## src/rtl/chgate_pkg.sv

```systemverilog
// Package: shared constants for the channel gating block.
// Assumes a T1 frame: 24 channels of 8 bits plus one framing bit.
package chgate_pkg;
    localparam int DEF_NUM_CH  = 24;
    localparam int DEF_CH_BITS = 8;
    localparam int DEF_REG_W   = 8;
    localparam int DEF_ADDR_W  = 8;
    localparam int NUM_SIDES   = 2;
    localparam int SIDE_RX     = 0;
    localparam int SIDE_TX     = 1;
endpackage

```

## src/rtl/chgate_pos_track.sv

```systemverilog
// Module: bit position tracker for one side.
// Counts positions 0..FRAME_BITS-1 on each bit strobe. Position 0 is the
// framing bit. A strobe that comes with frame sync forces position 0.
// frame_start flags the strobe that enters position 0.
// Assumes the frame sync is only meaningful when it comes with bit_en.
module chgate_pos_track #(
    parameter int FRAME_BITS = 193,
    parameter int POS_W      = $clog2(FRAME_BITS)
) (
    input  logic             clk,
    input  logic             rst_n,
    input  logic             bit_en,
    input  logic             fsync,
    output logic [POS_W-1:0] pos,
    output logic             frame_start
);
    localparam logic [POS_W-1:0] LAST_POS = POS_W'(FRAME_BITS - 1);

    // Flag the strobe that moves the counter onto the framing bit.
    always_comb begin
        frame_start = bit_en && (fsync || (pos == LAST_POS));
    end

    // Advance, wrap or resynchronise the position counter.
    always_ff @(posedge clk) begin
        if (!rst_n) begin
            pos <= '0;
        end else if (frame_start) begin
            pos <= '0;
        end else if (bit_en) begin
            pos <= pos + POS_W'(1);
        end
    end

    // A strobe with frame sync lands on the framing bit.
    p_sync_to_fbit_r6: assert property (@(posedge clk) disable iff (!rst_n)
        (bit_en && fsync) |=> (pos == '0));

    // The last position wraps to the framing bit.
    p_wrap_last_r7: assert property (@(posedge clk) disable iff (!rst_n)
        (bit_en && !fsync && pos == LAST_POS) |=> (pos == '0));

    // No strobe, no movement.
    p_idle_hold_r7: assert property (@(posedge clk) disable iff (!rst_n)
        !bit_en |=> $stable(pos));

    // The counter never goes beyond the frame.
    p_in_range_r7: assert property (@(posedge clk) disable iff (!rst_n)
        pos <= LAST_POS);
endmodule

```

## src/rtl/chgate_mask_bank.sv

```systemverilog
// Module: mask register bank for one side.
// Holds NUM_REGS staged bytes at BASE..BASE+NUM_REGS-1. The working mask is
// loaded from the staged bytes only when load is high (the frame boundary).
// Channel n uses bit n-1 of the working mask, LSB-first across the bytes.
// Assumes NUM_CH is a whole multiple of REG_W.
module chgate_mask_bank #(
    parameter int NUM_CH = 24,
    parameter int REG_W  = 8,
    parameter int ADDR_W = 8,
    parameter int BASE   = 'h6C
) (
    input  logic              clk,
    input  logic              rst_n,
    input  logic              wr_en,
    input  logic [ADDR_W-1:0] wr_addr,
    input  logic [REG_W-1:0]  wr_data,
    input  logic              load,
    output logic [NUM_CH-1:0] active
);
    localparam int NUM_REGS = NUM_CH / REG_W;

    logic [NUM_CH-1:0] staged;

    for (genvar k = 0; k < NUM_REGS; k++) begin : g_byte
        localparam logic [ADDR_W-1:0] MY_ADDR = ADDR_W'(BASE + k);
        logic hit;

        // Decode this byte's address.
        always_comb begin
            hit = wr_en && (wr_addr == MY_ADDR);
        end

        // Capture software writes into the staged byte.
        always_ff @(posedge clk) begin
            if (!rst_n) begin
                staged[k*REG_W +: REG_W] <= '0;
            end else if (hit) begin
                staged[k*REG_W +: REG_W] <= wr_data;
            end
        end
    end

    // Move the staged mask into service on the frame boundary.
    always_ff @(posedge clk) begin
        if (!rst_n) begin
            active <= '0;
        end else if (load) begin
            active <= staged;
        end
    end

    // The working mask changes only at a frame boundary.
    p_load_only_boundary_r8: assert property (@(posedge clk) disable iff (!rst_n)
        !load |=> $stable(active));

    // The working mask takes the staged value present at the boundary.
    p_load_copies_r8: assert property (@(posedge clk) disable iff (!rst_n)
        load |=> (active == $past(staged)));
endmodule

```

## src/rtl/chgate_gate_dec.sv

```systemverilog
// Module: gating decode for one side.
// Outputs high when the position lies inside a channel whose working mask
// bit is set. The output is low on the framing bit at position 0.
// Assumes positions 1..NUM_CH*CH_BITS carry channels in ascending order.
module chgate_gate_dec #(
    parameter int NUM_CH  = 24,
    parameter int CH_BITS = 8,
    parameter int POS_W   = 8
) (
    input  logic [POS_W-1:0]  pos,
    input  logic [NUM_CH-1:0] mask,
    output logic              blk
);
    localparam int CH_W = $clog2(NUM_CH);
    localparam logic [POS_W-1:0] LAST_POS = POS_W'(NUM_CH * CH_BITS);

    logic [POS_W-1:0] offset;
    logic [POS_W-1:0] chan;

    // Map a position to its channel index and pick that channel's mask bit.
    always_comb begin
        offset = pos - POS_W'(1);
        chan   = offset / POS_W'(CH_BITS);
        blk    = 1'b0;
        if (pos != '0 && pos <= LAST_POS) begin
            blk = mask[chan[CH_W-1:0]];
        end
    end
endmodule

```

## src/rtl/chgate_top.sv

```systemverilog
// Module: per-channel gating level generator, receive and transmit sides.
// Each side has a position tracker, a mask bank and a decode. The mask bank
// loads its working mask when its tracker enters the framing bit.
// Assumes both strobes are synchronous to clk. Reset is synchronous, active low.
module chgate_top #(
    parameter int NUM_CH  = chgate_pkg::DEF_NUM_CH,
    parameter int CH_BITS = chgate_pkg::DEF_CH_BITS,
    parameter int REG_W   = chgate_pkg::DEF_REG_W,
    parameter int ADDR_W  = chgate_pkg::DEF_ADDR_W,
    parameter int RX_BASE = 'h6C,
    parameter int TX_BASE = 'h32
) (
    input  logic              clk,
    input  logic              rst_n,
    input  logic              wr_en,
    input  logic [ADDR_W-1:0] wr_addr,
    input  logic [REG_W-1:0]  wr_data,
    input  logic              rx_bit_en,
    input  logic              rx_fsync,
    input  logic              tx_bit_en,
    input  logic              tx_fsync,
    output logic              rx_blk,
    output logic              tx_blk
);
    import chgate_pkg::*;

    localparam int FRAME_BITS = NUM_CH * CH_BITS + 1;
    localparam int POS_W      = $clog2(FRAME_BITS);

    logic [NUM_SIDES-1:0] side_bit_en;
    logic [NUM_SIDES-1:0] side_fsync;
    logic [NUM_SIDES-1:0] side_blk;

    // Gather the per-side strobes into vectors.
    always_comb begin
        side_bit_en[SIDE_RX] = rx_bit_en;
        side_bit_en[SIDE_TX] = tx_bit_en;
        side_fsync[SIDE_RX]  = rx_fsync;
        side_fsync[SIDE_TX]  = tx_fsync;
    end

    assign rx_blk = side_blk[SIDE_RX];
    assign tx_blk = side_blk[SIDE_TX];

    for (genvar s = 0; s < NUM_SIDES; s++) begin : g_side
        localparam int BASE = (s == SIDE_RX) ? RX_BASE : TX_BASE;

        logic [POS_W-1:0]  pos;
        logic              frame_start;
        logic [NUM_CH-1:0] active;

        chgate_pos_track #(
            .FRAME_BITS(FRAME_BITS),
            .POS_W     (POS_W)
        ) u_track (
            .clk        (clk),
            .rst_n      (rst_n),
            .bit_en     (side_bit_en[s]),
            .fsync      (side_fsync[s]),
            .pos        (pos),
            .frame_start(frame_start)
        );

        chgate_mask_bank #(
            .NUM_CH(NUM_CH),
            .REG_W (REG_W),
            .ADDR_W(ADDR_W),
            .BASE  (BASE)
        ) u_bank (
            .clk    (clk),
            .rst_n  (rst_n),
            .wr_en  (wr_en),
            .wr_addr(wr_addr),
            .wr_data(wr_data),
            .load   (frame_start),
            .active (active)
        );

        chgate_gate_dec #(
            .NUM_CH (NUM_CH),
            .CH_BITS(CH_BITS),
            .POS_W  (POS_W)
        ) u_dec (
            .pos (pos),
            .mask(active),
            .blk (side_blk[s])
        );

        // The framing bit is never gated open.
        p_fbit_low_r5: assert property (@(posedge clk) disable iff (!rst_n)
            (pos == '0) |-> !side_blk[s]);

        // Without a strobe the level holds across the channel.
        p_steady_level_r3: assert property (@(posedge clk) disable iff (!rst_n)
            !side_bit_en[s] |=> $stable(side_blk[s]));
    end
endmodule

```

## config.mk

```make
export PLATFORM = sky130hd
export DESIGN_NAME = chgate_top
export DESIGN_NICKNAME = d
export VERILOG_FILES = /design/src/rtl/chgate_pkg.sv /design/src/rtl/chgate_pos_track.sv /design/src/rtl/chgate_mask_bank.sv /design/src/rtl/chgate_gate_dec.sv /design/src/rtl/chgate_top.sv
export SDC_FILE = /design/constraint.sdc
export NUM_CORES = 1
export LEC_CHECK = 0
export BUFFER_PORTS_ARGS = -buffer_cell sky130_fd_sc_hd__buf_4
export CAP_MARGIN = 10
export CORE_ASPECT_RATIO = 1.25
export CORE_MARGIN = 2
export CORE_UTILIZATION = 40
export DETAILED_ROUTE_END_ITERATION = 10
export PLACE_DENSITY = 0.6
export SLEW_MARGIN = 10
export SYNTH_ARGS = -nofsm -noshare
export SYNTH_HDL_FRONTEND = slang
export SYNTH_HIERARCHICAL = 1
export SYNTH_SLANG_ARGS = --single-unit
```

## constraint.sdc

```tcl
create_clock -name clk -period 4.7 [get_ports clk]
set_input_delay 1.175 -clock clk [delete_from_list [all_inputs] [get_ports clk]]
set_output_delay 1.175 -clock clk [all_outputs]
set_load 0.01 [all_outputs]
```

Word level (Yosys, flattened, before mapping)

Cells that the tools add are included.

Register bits: 112
Memories kept: 0
Word-level logic and storage cells: 49
RAM bits: 0
Output and inout bits: 2
Bits in read-only memories: 0
Input bits: 23
Bits in latches: 0

Muxes and demuxes: 6
$mul: 0
Add/sub/neg operators: 4
Equality and inequality tests: 8
Divide/modulo/power cells: 0
Bitwise logic cells: 1
$lt $le $gt $ge: 4
Reduce and logical (&&, ||, !) cells: 16
Shift operators: 0

Operator list:

| operator                                                    | count |
|---|---|
| == test 8 x 6 -> 1 bit (second input constant)              | 3 |
| == test 8 x 7 -> 1 bit (second input constant)              | 3 |
| adder 8 x 1 -> 8 bit (second input constant)                | 2 |
| == test 8 bit (second input constant)                       | 2 |
| less-or-equal comparator 8 bit (second input constant)      | 2 |
| nonzero test 8 bit                                          | 2 |
| subtractor 8 x 1 -> 8 bit (second input constant)           | 2 |
| less-than comparator 5 x 6 -> 1 bit (second input constant) | 2 |
| binary-select mux 1 bit (select 5 bit)                      | 2 |
| logical AND 1 bit                                           | 10 |
| two-way mux 1 bit                                           | 4 |
| OR reduction 2 bit                                          | 2 |
| logical OR 1 bit                                            | 2 |
| inverter 1 bit                                              | 1 |

Longest topological paths before layout

Gate-level depths: netlist of the first run.

Depth after elaboration: 4
Mapped depth: 9
Mapped depth without buffers: 6

By module

Netlist of the first run, hierarchy kept.

By module, submodules not included:

| module                               | cells each | area each (um2) | times used | seq. area each (um2) |
|---|---|---|---|---|
| chgate_mask_bank at g_side[1].u_bank | 170        | 1850.5          | 1          | 960.9 |
| chgate_mask_bank at g_side[0].u_bank | 169        | 1838.0          | 1          | 960.9 |
| chgate_gate_dec                      | 91         | 638.1           | 2          | 0.0 |
| chgate_pos_track                     | 46         | 439.2           | 2          | 160.2 |

Worst setup path after synthesis of the first run

No wires, ideal clock.

Path kind: reg-to-output
Start point: register g_side[0].u_track.pos[3]
End point: output rx_blk
Required time: 3525 ps
Stages on the path, launching flop included: 9
Arrival time: 1723 ps
Path slack: 1802 ps
Path through: dfxtp_1 buf_6 or4_4 buf_6 o21ai_2 a211oi_2 o21ai_2 o211ai_2 o22ai_1

Word-level cells in the longest chain between the ends: 4
Elaborated cells between the ends (all ways): 7
Classes of those cells: add/sub (1); order compare (1); mux (3); reduce/logical (2)

Ends and longest elaborated chain:

| what                                    | RTL line               | RTL |
|---|---|---|
| from (decl)                             | chgate_pos_track.sv:14 | `output logic [POS_W-1:0] pos,` |
| from (signal assigned)                  | chgate_pos_track.sv:31 | `pos <= pos + POS_W'(1);` |
| subtractor 8 x 1 -> 8 bit               | chgate_gate_dec.sv:22  | `offset = pos - POS_W'(1);` |
| binary-select mux 1 bit (select 5 bit)  | chgate_gate_dec.sv:26  | `blk = mask[chan[CH_W-1:0]];` |
| two-way mux 1 bit (implied by the code) | chgate_gate_dec.sv:26  |  |
| two-way mux 1 bit *                     | chgate_gate_dec.sv:25  | `if (pos != '0 && pos <= LAST_POS) begin` |
| to (decl)                               | chgate_top.sv:22       | `output logic rx_blk,` |

Mark *: on every way between the ends. The rest lies on a longest branch, timed or not. The select of a mux whose other input is x is not followed.

Worst setup path after layout of the first run

Same ends and word-level chain as after synthesis.

==> qor.yml, run 1 <==
outcome:
  outcome: "finished, final reports clean"
power:
  ir_drop_mv: 0.222
  swShare: 0.238
  p_leak_uw: 0.00222
  p_clk_frac: 0.405
  seqPwrFrac: 0.509
  p_per_area_nw_per_um2: 299
  switching_power_uw: 447
  comb_power_share: 0.086
  p_int_uw: 1430
synthesis:
  synth_mux_area_frac: 0.206
  syn_area_um2: 5840
  synth-edff-count: 0
  synth_xor_area_frac: 0.0120
  ys_types: 55
  synth-seq-area-share: 0.384
  synth_compound_area_frac: 0.104
  synth_top_family_by_area: "simple AND/OR/NAND/NOR gates"
  synth-seq-cells: 112
  yosys_most_used_dff: "dfxtp_1"
  syn-num-nets: 640
  async_flop_share: 0
  syn_area_per_cell_um2: 9.53
  synthAdderAreaFrac: 0.00857
  ys_warn_count: 6
  synth_cells: 613
  yosys.area_share.simple: 0.226
place:
  portBuffers: 24
  post_dp_cell_area_um2: 5980
  globalplace.congestion: 0.740
  dp_cells: 771
  dpl.hpwl_mm: 8.54
timing:
  worst_pin_slew_ns: 0.925
  relSlewSlack: 0.382
  min_period_ns: 3.81
  timing.hold.ws_ns: 0.460
  rsz0062_at_grt: "no"
  finalSetupTns_ns: 0
  final_max_slew_viol_count: 0
  clock_skew_ns: 0.00615
  setup_viol: 0
  max_freq_mhz: 263
  min_period_over_period: 0.810
  hold_violations: 0
min_path:
  hold_class: "reg2reg"
route:
  drtIter0Drc: 310
  ant_nets: 0
  wl_mm: 12.1
  vias: 4201
  vias_per_cell: 5.35
  first_pass_iters: 4
  wire_per_inst_um: 15.5
  drcViolationCount: 0
clock_tree:
  cts_num_sinks: 112
  cts-resized-gates: 0
  cts_buffers: 9
  cts_tree: "built"
  hold_buffers: 0
  htree_levels: 3
  clkTransAtPathRegs_ns: 0.07
  cts_root_buf: "clkbuf_16"
  cts_setup_buffers: 0
  clk_latency_ns: 0.35
  clk_path_buf_depth: 2
floorplanning:
  core-area_um2: 14300
  initial_utilization: 0.407
  ios: 25
  die-area_um2: 15600
  rows: 49
  die_height_um: 139
  die_w_um: 112
final_layout:
  multiInputGateArea_um2: 3260
  register_area_um2: 2240
  finalNonFillerCells: 785
  drive_gt1_frac: 0.120
  synthToLayoutAreaGrowth_pct: 7.41
  diodes: 0
  final_cell_mix: "mux2i_1, dfxtp_1, nand2_1"
  fin_area_um2: 6280
  final_common_cell: "mux2i_1"
  fill_cells: 1425
  nets: 631
grt:
  grt_start_max_net_pins: 79
  track_usage: 0.157
  grt_pass1_wl_mm: 20.2
  antenna_found_initial: 0
  first_global_vias: 3991
  overflow: 0
setup_path:
  slowest_stage: "dfxtp_1"
  crit_top_cell: "buf_4"
  critPathKind: "reg2out"
  crit_path_end_kind: "output pin"
  cp.required_ns: 3.52
  slowest_delay_ns: 0.77
  startpoint_type: "register"
  worst_ep_arrival_time_ns: 2.63
  crit_chain: "buf_4, mux2i_1, nand2_1, a31oi_1, nor3_1, o311ai_1, o22ai_1, buf_4"
  crit_path_max_fanout: 19
flow_run:
  max_cap_violations: 0
-- through the flow --
stage | util | setup WS [ns] | power, uW
after floorplan | - | 1.80 | 1110
after global placement | 0.417 | 1.28 | 1140
after detailed placement | 0.417 | 1.28 | 1140
after CTS | 0.437 | 0.889 | 1900
after global routing | 0.437 | 0.708 | 1950
final | 0.437 | 0.894 | 1880
-- state kept, by name, summed over array words and instances, names as in the netlist --
signal	flops
g_side.u_track/pos	16
g_side.u_bank/staged	48
g_side.u_bank/active	48
-- logic make-up after synthesis --
logic type               Yosys count
flip-flops                       112
multiplexers                     120
adder cells (fa/ha/maj)            4
AO/OA/AOI/OAI                     74
XOR/XNOR                           8
AND/OR/NAND/NOR                  236
buffers and inverters             59
-- worst paths after layout --
check / start / to / slack (ns) / cells after the start
setup reg to reg: g_side[0].u_track/pos[4] / g_side[0].u_bank/active[17] / 2.41 / 6
hold / removal: g_side[0].u_bank/staged[22] / g_side[0].u_bank/staged[22] / 0.46 / 2
setup / recovery: g_side[0].u_track/pos[3] / rx_blk / 0.89 / 8
hold reg to reg: g_side[0].u_bank/staged[22] / g_side[0].u_bank/staged[22] / 0.46 / 2
-- worst max-delay path: cells and delay by family, from the launching register on --
kind / cells / cell delay (ns)
and+or+nand+nor: 2 / 0.16
AOI/OAI and AO/OA: 3 / 0.58
DFF: 1 / 0.77
muxes: 1 / 0.28
buffers and inverters: 2 / 0.48
-- Yosys cell counts (all sizes together), types with 4 or more instances --
| master | instances | area (um2) |
|---|---|---|
| xor2 | 6 | 52.6 |
| dfxtp | 112 | 2240 |
| a31oi | 8 | 50.1 |
| inv | 8 | 30.0 |
| o311ai | 6 | 67.6 |
| nand2 | 92 | 345 |
| nor2 | 14 | 52.6 |
| nand3 | 13 | 65.1 |
| nor3b | 10 | 80.1 |
| buf | 35 | 260 |
| nor3 | 16 | 123 |
| nand4b | 4 | 50.1 |
| a221oi | 6 | 65.1 |
| a21oi | 4 | 20.0 |
| o21ai | 14 | 85.1 |
| mux2i | 118 | 1180 |
| ha | 4 | 50.1 |
| or3 | 8 | 50.1 |
| nor2b | 52 | 325 |
| a211oi | 16 | 130 |
| nand3b | 7 | 52.6 |
| clkbuf | 16 | 60.1 |
| nand4 | 8 | 62.6 |
-- power groups by stage --
stage / Sequential, uW / Combinational [uW] / Clock (uW)
2_1_floorplan: 978 / 133 / 0
3_3_place_gp: 978 / 159 / 0
3_5_place_dp: 979 / 161 / 0
4_1_cts: 956 / 162 / 782
5_1_grt: 957 / 178 / 817
6_report: 956 / 161 / 761
-- routing by layer --
metal	up-vias	global-route usage	wire, um
li1	2151	-	-
met1	1989	0.200	5670
met2	42	0.266	6000
met3	19	0.0297	224
met4	0	0.0552	243
met5	-	0	0
-- final cells by class --
class | count | share of cell area
Multi-Input combinational cell | 442 | 0.519
Sequential cell | 112 | 0.357
Timing Repair Buffer | 31 | 0.0371
Clock buffer | 9 | 0.0359
Tap cell | 178 | 0.0355
Clock inverter | 5 | 0.0106
Inverter | 8 | 0.00478
Power figures use the tool's default switching activity.
==> run 2: changes to the inputs <==
Settings changed: PLACE_DENSITY 0.6 to 0.62.
Clock period 4.7 ns to 3.3 ns, I/O delays scaled along.
==> qor.yml, run 2 (same netlist as run 1, synthesis figures left out) <==
outcome:
  outcome: "finished, final reports clean"
min_path:
  worst_hold_path.num_cells: 2  # unchanged
  hold_class: "reg2reg"
timing:
  min_period_ns: 3.12
  hold_violations: 0  # unchanged
  timing.hold.ws_ns: 0.459  # -0.00152 ns
  finalSetupTns_ns: 0  # unchanged
  clock_skew_ns: 0.00798  # +0.00183 ns
  worst_pin_slew_ns: 0.849  # -0.0758 ns
  min_period_over_period: 0.946
  final_max_slew_viol_count: 0  # unchanged
  relSlewSlack: 0.429  # +0.0471
  rsz0062_at_grt: "no"
  max_freq_mhz: 320
  setup_viol: 0  # unchanged
floorplanning:
  die_w_um: 112  # unchanged
  core-area_um2: 14300  # unchanged
  ios: 25  # unchanged
  rows: 49  # unchanged
  die-area_um2: 15600  # unchanged
  initial_utilization: 0.407  # unchanged
  die_height_um: 139  # unchanged
clock_tree:
  clkTransAtPathRegs_ns: 0.08  # about the same
  cts_root_buf: "clkbuf_16"
  clk_path_buf_depth: 2  # unchanged
  cts_buffers: 9  # unchanged
  cts_tree: "built"
  cts_setup_buffers: 0  # unchanged
  cts_num_sinks: 112  # unchanged
  clk_latency_ns: 0.36  # about the same
  hold_buffers: 0  # unchanged
  htree_levels: 3  # unchanged
route:
  vias_per_cell: 5.36  # +0.14%
  ant_nets: 0  # unchanged
  drtIter0Drc: 175  # -44%
  wire_per_inst_um: 15.3  # -0.93%
  first_pass_iters: 4  # unchanged
  drcViolationCount: 0  # unchanged
  wl_mm: 12.2  # +0.46%
  vias: 4266  # +1.5%
final_layout:
  finalNonFillerCells: 796  # +1.4%
  reg_top3: "g_side.u_bank/active (48), g_side.u_bank/staged (48), g_side.u_track/pos (16)"
  register_area_um2: 2240  # +0.11%
  multiInputGateArea_um2: 3270  # +0.31%
  fin_area_um2: 6430  # +2.4%
  drive_gt1_frac: 0.141  # +0.0205
  synthToLayoutAreaGrowth_pct: 10.0
  final_common_cell: "mux2i_1"
  nets: 640  # +1.4%
  diodes: 0  # unchanged
  fill_cells: 1368  # -4.0%
  final_cell_mix: "mux2i_1, dfxtp_1, nand2_1"
setup_path:
  crit_chain: "or3_4, mux2i_1, a211oi_2, o311ai_2, o311ai_1, o22ai_1, buf_4"
  worst_ep_arrival_time_ns: 2.30  # -0.33 ns
  critPathKind: "reg2out"
  crit_path_max_fanout: 15  # -4
  crit_path_end_kind: "output pin"
  reg2reg_depth: 7  # +1
  critPathTopFamily: "compound AO/OA/AOI/OAI gates"
  startpoint_type: "register"
  cp.buffers_inverters: 1  # -1
  slowest_delay_ns: 0.50  # -0.27 ns
  cp.required_ns: 2.47  # -1.05 ns
  slowest_stage: "or3_4"
  path_depth: 7  # -1
place:
  post_dp_cell_area_um2: 6090  # +1.8%
  portBuffers: 24  # unchanged
  dp_cells: 780  # +1.2%
  globalplace.congestion: 0.829  # +12%
  dpl.hpwl_mm: 8.64  # +1.3%
grt:
  grt_start_max_net_pins: 51  # -35%
  first_global_vias: 4115  # +3.1%
  antenna_found_initial: 0  # unchanged
  overflow: 0  # unchanged
  track_usage: 0.163  # +0.00617
  grt_pass1_wl_mm: 20.6  # +1.8%
power:
  p_leak_uw: 0.00229  # +3.4%
  p_per_area_nw_per_um2: 435  # +45%
  ir_drop_mv: 0.252  # +14%
  p_total_uw: 2800  # +49%
flow_run:
  max_cap_violations: 0  # unchanged
-- run 2: cell count changes in the layout (fill, tap and decap cells not counted), sizes merged --
| cell | change |
|---|---|
| buf | +9 |
| bufinv | +1 |
| clkbuf | +1 |
| clkinvlp | -1 |
| inv | +1 |
-- run 2: through the flow --
stage          utilization  setup WS, ns
4_1_cts              0.448        0.0973
5_1_grt              0.448        0.0177
2_1_floorplan            -         0.752
6_report             0.448         0.177
3_3_place_gp         0.424         0.430
3_5_place_dp         0.424         0.382
-- run 2: layer usage --
layer,GRT usage,share of wire
met5,0,0
met4,0.0789,0.031
met3,0.0393,0.020
met2,0.267,0.49
met1,0.201,0.46
-- run 2: final timing paths --
kind                                                  start                           to  slack (ns)
worst min-delay path            g_side[1].u_bank/staged[14]  g_side[1].u_bank/staged[14]        0.46
worst min register to register  g_side[1].u_bank/staged[14]  g_side[1].u_bank/staged[14]        0.46
worst max-delay path               g_side[1].u_track/pos[2]                       tx_blk        0.18
worst max register to register     g_side[1].u_track/pos[4]   g_side[1].u_bank/active[0]        1.07
-- run 2: where the power goes --
part           total [uW]  internal, uW  switching [uW]
Combinational         238           103             135
Clock                1200           678             519
Sequential           1360          1350            7.78
Total                2800          2140             661
-- run 2: layout make-up --
type,count,area share
Clock buffer,10,0.0356
Sequential cell,112,0.349
Multi-Input combinational cell,442,0.508
Timing Repair Buffer,40,0.0525
Clock inverter,6,0.0152
Tap cell,178,0.0346
Inverter,8,0.00467
-- run 2: repair_timing --
action / CTS / global route
pin swaps: 0 / 0
gates cloned: 0 / 0
endpoints found under the setup margin: 2 / 2
gates resized for setup: 2 / 2
-- run 2: tightest hold or removal path: stages (launching register included) --
cell	delay (ns)
dfxtp_1	0.31
nand2_1	0.05
mux2i_1	0.05
==> run 3: changes to the inputs <==
Settings changed: SYNTH_HIERARCHICAL 1 to default.
==> qor.yml, run 3 <==
outcome:
  outcome: "finished, final reports clean"
clock_tree:
  cts_buffers: 9  # unchanged
  cts_root_buf: "clkbuf_16"
  cts_tree: "built"
  cts_num_sinks: 112  # unchanged
  clkTransAtPathRegs_ns: 0.07  # about the same
  clk_latency_ns: 0.35  # about the same
  hold_buffers: 0  # unchanged
  clk_path_buf_depth: 2  # unchanged
  htree_levels: 3  # unchanged
setup_path:
  crit_path_max_fanout: 9  # -6
  worstReg2RegStart: "g_side[1].u_track.pos[4]"
  critPathKind: "reg2out"
  startpoint_type: "register"
  crit_end: "tx_blk"
  r2r_end: "g_side[1].u_bank.active[9]"
  worst_ep_arrival_time_ns: 2.47  # +0.17 ns
  worstSetupStartpoint: "g_side[1].u_track.pos[1]"
  crit_path_end_kind: "output pin"
  cp.required_ns: 2.47  # about the same
  reg2reg_depth: 6  # -1
  r2r_slack_ns: 1.02  # -0.05 ns
synthesis:
  synth_mux_area_frac: 0.152  # -0.0543
  ys_top_cells_by_area: "dfxtp_1, mux2i_1, nand2_1"
  synth_top_cell_area_share: 0.425  # +0.0411
  synth_top_area_cell: "dfxtp_1"
  synth-edff-count: 0  # unchanged
  async_flop_share: 0  # unchanged
  synth_compound_area_frac: 0.101  # -0.00217
  yosys_most_used_dff: "dfxtp_1"
  synthTopCellsByCount: "dfxtp_1, nand2_1, mux2i_1"
  syn_area_per_cell_um2: 9.31  # -2.4%
  synth_most_common_cell: "dfxtp_1"
  synth_cells: 567  # -7.5%
  ys_types: 43  # -22%
  syn_area_um2: 5280  # -9.7%
  syn-num-nets: 596  # -6.9%
  synthAdderAreaFrac: 0.0142  # +0.00566
  yosys.area_share.simple: 0.228  # +0.00195
  ys_warn_count: 0  # -6
  synth_top_family_by_area: "simple AND/OR/NAND/NOR gates"
  synth_xor_area_frac: 0.0469  # +0.0350
  synth-seq-area-share: 0.425  # +0.0411
  synth-seq-cells: 112  # unchanged
flow_run:
  max_cap_violations: 0  # unchanged
floorplanning:
  ios: 25  # unchanged
  die-area_um2: 14100  # -9.4%
  initial_utilization: 0.413  # +0.00575
  die_height_um: 132  # -4.8%
  rows: 46  # -6.1%
  die_w_um: 107  # -4.8%
  core-area_um2: 12800  # -11%
grt:
  antenna_found_initial: 0  # unchanged
  grt_start_max_net_pins: 65  # +27%
  first_global_vias: 3696  # -10%
  grt_pass1_wl_mm: 18.2  # -12%
  track_usage: 0.161  # -0.00185
  overflow: 0  # unchanged
route:
  wl_mm: 10.9  # -11%
  vias: 3777  # -11%
  drcViolationCount: 0  # unchanged
  drtIter0Drc: 153  # -13%
  ant_nets: 0  # unchanged
  wire_per_inst_um: 14.4  # -5.8%
  vias_per_cell: 5.01  # -6.5%
  first_pass_iters: 5  # +1
place:
  globalplace.congestion: 0.798  # -3.8%
  dp_cells: 735  # -5.8%
  post_dp_cell_area_um2: 5590  # -8.3%
  portBuffers: 24  # unchanged
  dpl.hpwl_mm: 7.61  # -12%
final_layout:
  finalNonFillerCells: 754  # -5.3%
  reg_top3: "g_side.u_bank.active (48), g_side.u_bank.staged (48), g_side.u_track.pos (16)"
  final_common_cell: "nand2_1"
  final_cell_mix: "nand2_1, dfxtp_1, mux2i_1"
  fin_area_um2: 5990  # -6.8%
  drive_gt1_frac: 0.145  # +0.00427
  nets: 611  # -4.5%
  synthToLayoutAreaGrowth_pct: 13.5
  diodes: 0  # unchanged
timing:
  hold_violations: 0  # unchanged
  rsz0062_at_grt: "yes"
  worst_pin_slew_ns: 0.540  # -0.310 ns
  relSlewSlack: 0.640  # +0.210
  clock_skew_ns: 0.00767  # -0.000316 ns
  min_period_ns: 3.29  # +0.172 ns
  setup_viol: 0  # unchanged
  final_max_slew_viol_count: 0  # unchanged
  max_freq_mhz: 304  # -5.2%
  min_period_over_period: 0.998  # +0.0520
min_path:
  hp-start: "g_side[1].u_bank.staged[15]"
  hold_class: "reg2reg"
power:
  p_per_area_nw_per_um2: 452  # +3.9%
  ir_drop_mv: 0.210  # -17%
  p_total_uw: 2710  # -3.2%
  p_leak_uw: 0.00206  # -10%
[run 3: worst min path at each step]
stage                             endpoint  cells after the start
5_1_grt         g_side[0].u_bank.active[7]                      2
6_report       g_side[1].u_bank.active[15]                      2
3_5_place_dp   g_side[1].u_bank.active[15]                      2
3_3_place_gp   g_side[1].u_bank.active[14]                      2
2_1_floorplan  g_side[0].u_bank.active[21]                      2
4_1_cts        g_side[1].u_bank.active[15]                      2
[run 3: kinds of logic (layout without fill, tap and decap cells)]
| logic type | count (synthesis) | count (layout) |
|---|---|---|
| AND/OR/NAND/NOR | 241 | 241 |
| flip-flops | 112 | 112 |
| AO/OA/AOI/OAI | 74 | 74 |
| multiplexers | 72 | 72 |
| buffers and inverters | 38 | 57 |
| XOR/XNOR | 24 | 24 |
| adder cells (fa/ha/maj) | 6 | 6 |
[run 3: per-stage QoR]
stage | hold slack (ns) | worst slack, ns | setup TNS (ns) | utilization
2_1_floorplan | 0.430 | 0.408 | 0 | -
3_3_place_gp | 0.441 | 0.304 | 0 | 0.437
3_5_place_dp | 0.445 | 0.276 | 0 | 0.437
4_1_cts | 0.457 | 0.00528 | 0 | 0.464
5_1_grt | 0.481 | -0.102 | -0.171 | 0.469
6_report | 0.453 | 0.00516 | 0 | 0.469
[run 3: power breakdown]
group	internal [uW]	switching (uW)	total (uW)
registers	1360	10.1	1370
clock network	644	464	1110
logic	111	122	233
total	2110	596	2710
[run 3: final cells by class]
cell class                      instances  area [um2]
Inverter                                4        15.0
Tap cell                              168         210
Sequential cell                       112        2250
Clock buffer                           12         267
Timing Repair Buffer                   38         285
Fill cell                            1243        6790
Clock inverter                          3        40.0
Multi-Input combinational cell        417        2920
[run 3: worst max-delay path, cell delays in order (launching register included)]
cell     delay (ns)
dfxtp_2        0.39
inv_1          0.11
ha_1           0.26
or3b_4         0.46
xor2_1         0.19
o32a_1         0.38
nand4_1        0.08
nand4_1        0.09
buf_4          0.15
[run 3: metal layers]
layer / track usage / routed length (um)
met3: 0.0374 / 252
met2: 0.285 / 5590
met4: 0.0556 / 121
met1: 0.191 / 4930
met5: 0 / 0
[run 3: what timing repair did]
| item | in CTS | in global routing |
|---|---|---|
| buffers inserted | 0 | 4 |
| pin swaps | 2 | 2 |
| resized for setup | 10 | 7 |
| endpoints found under the setup margin | 2 | 2 |
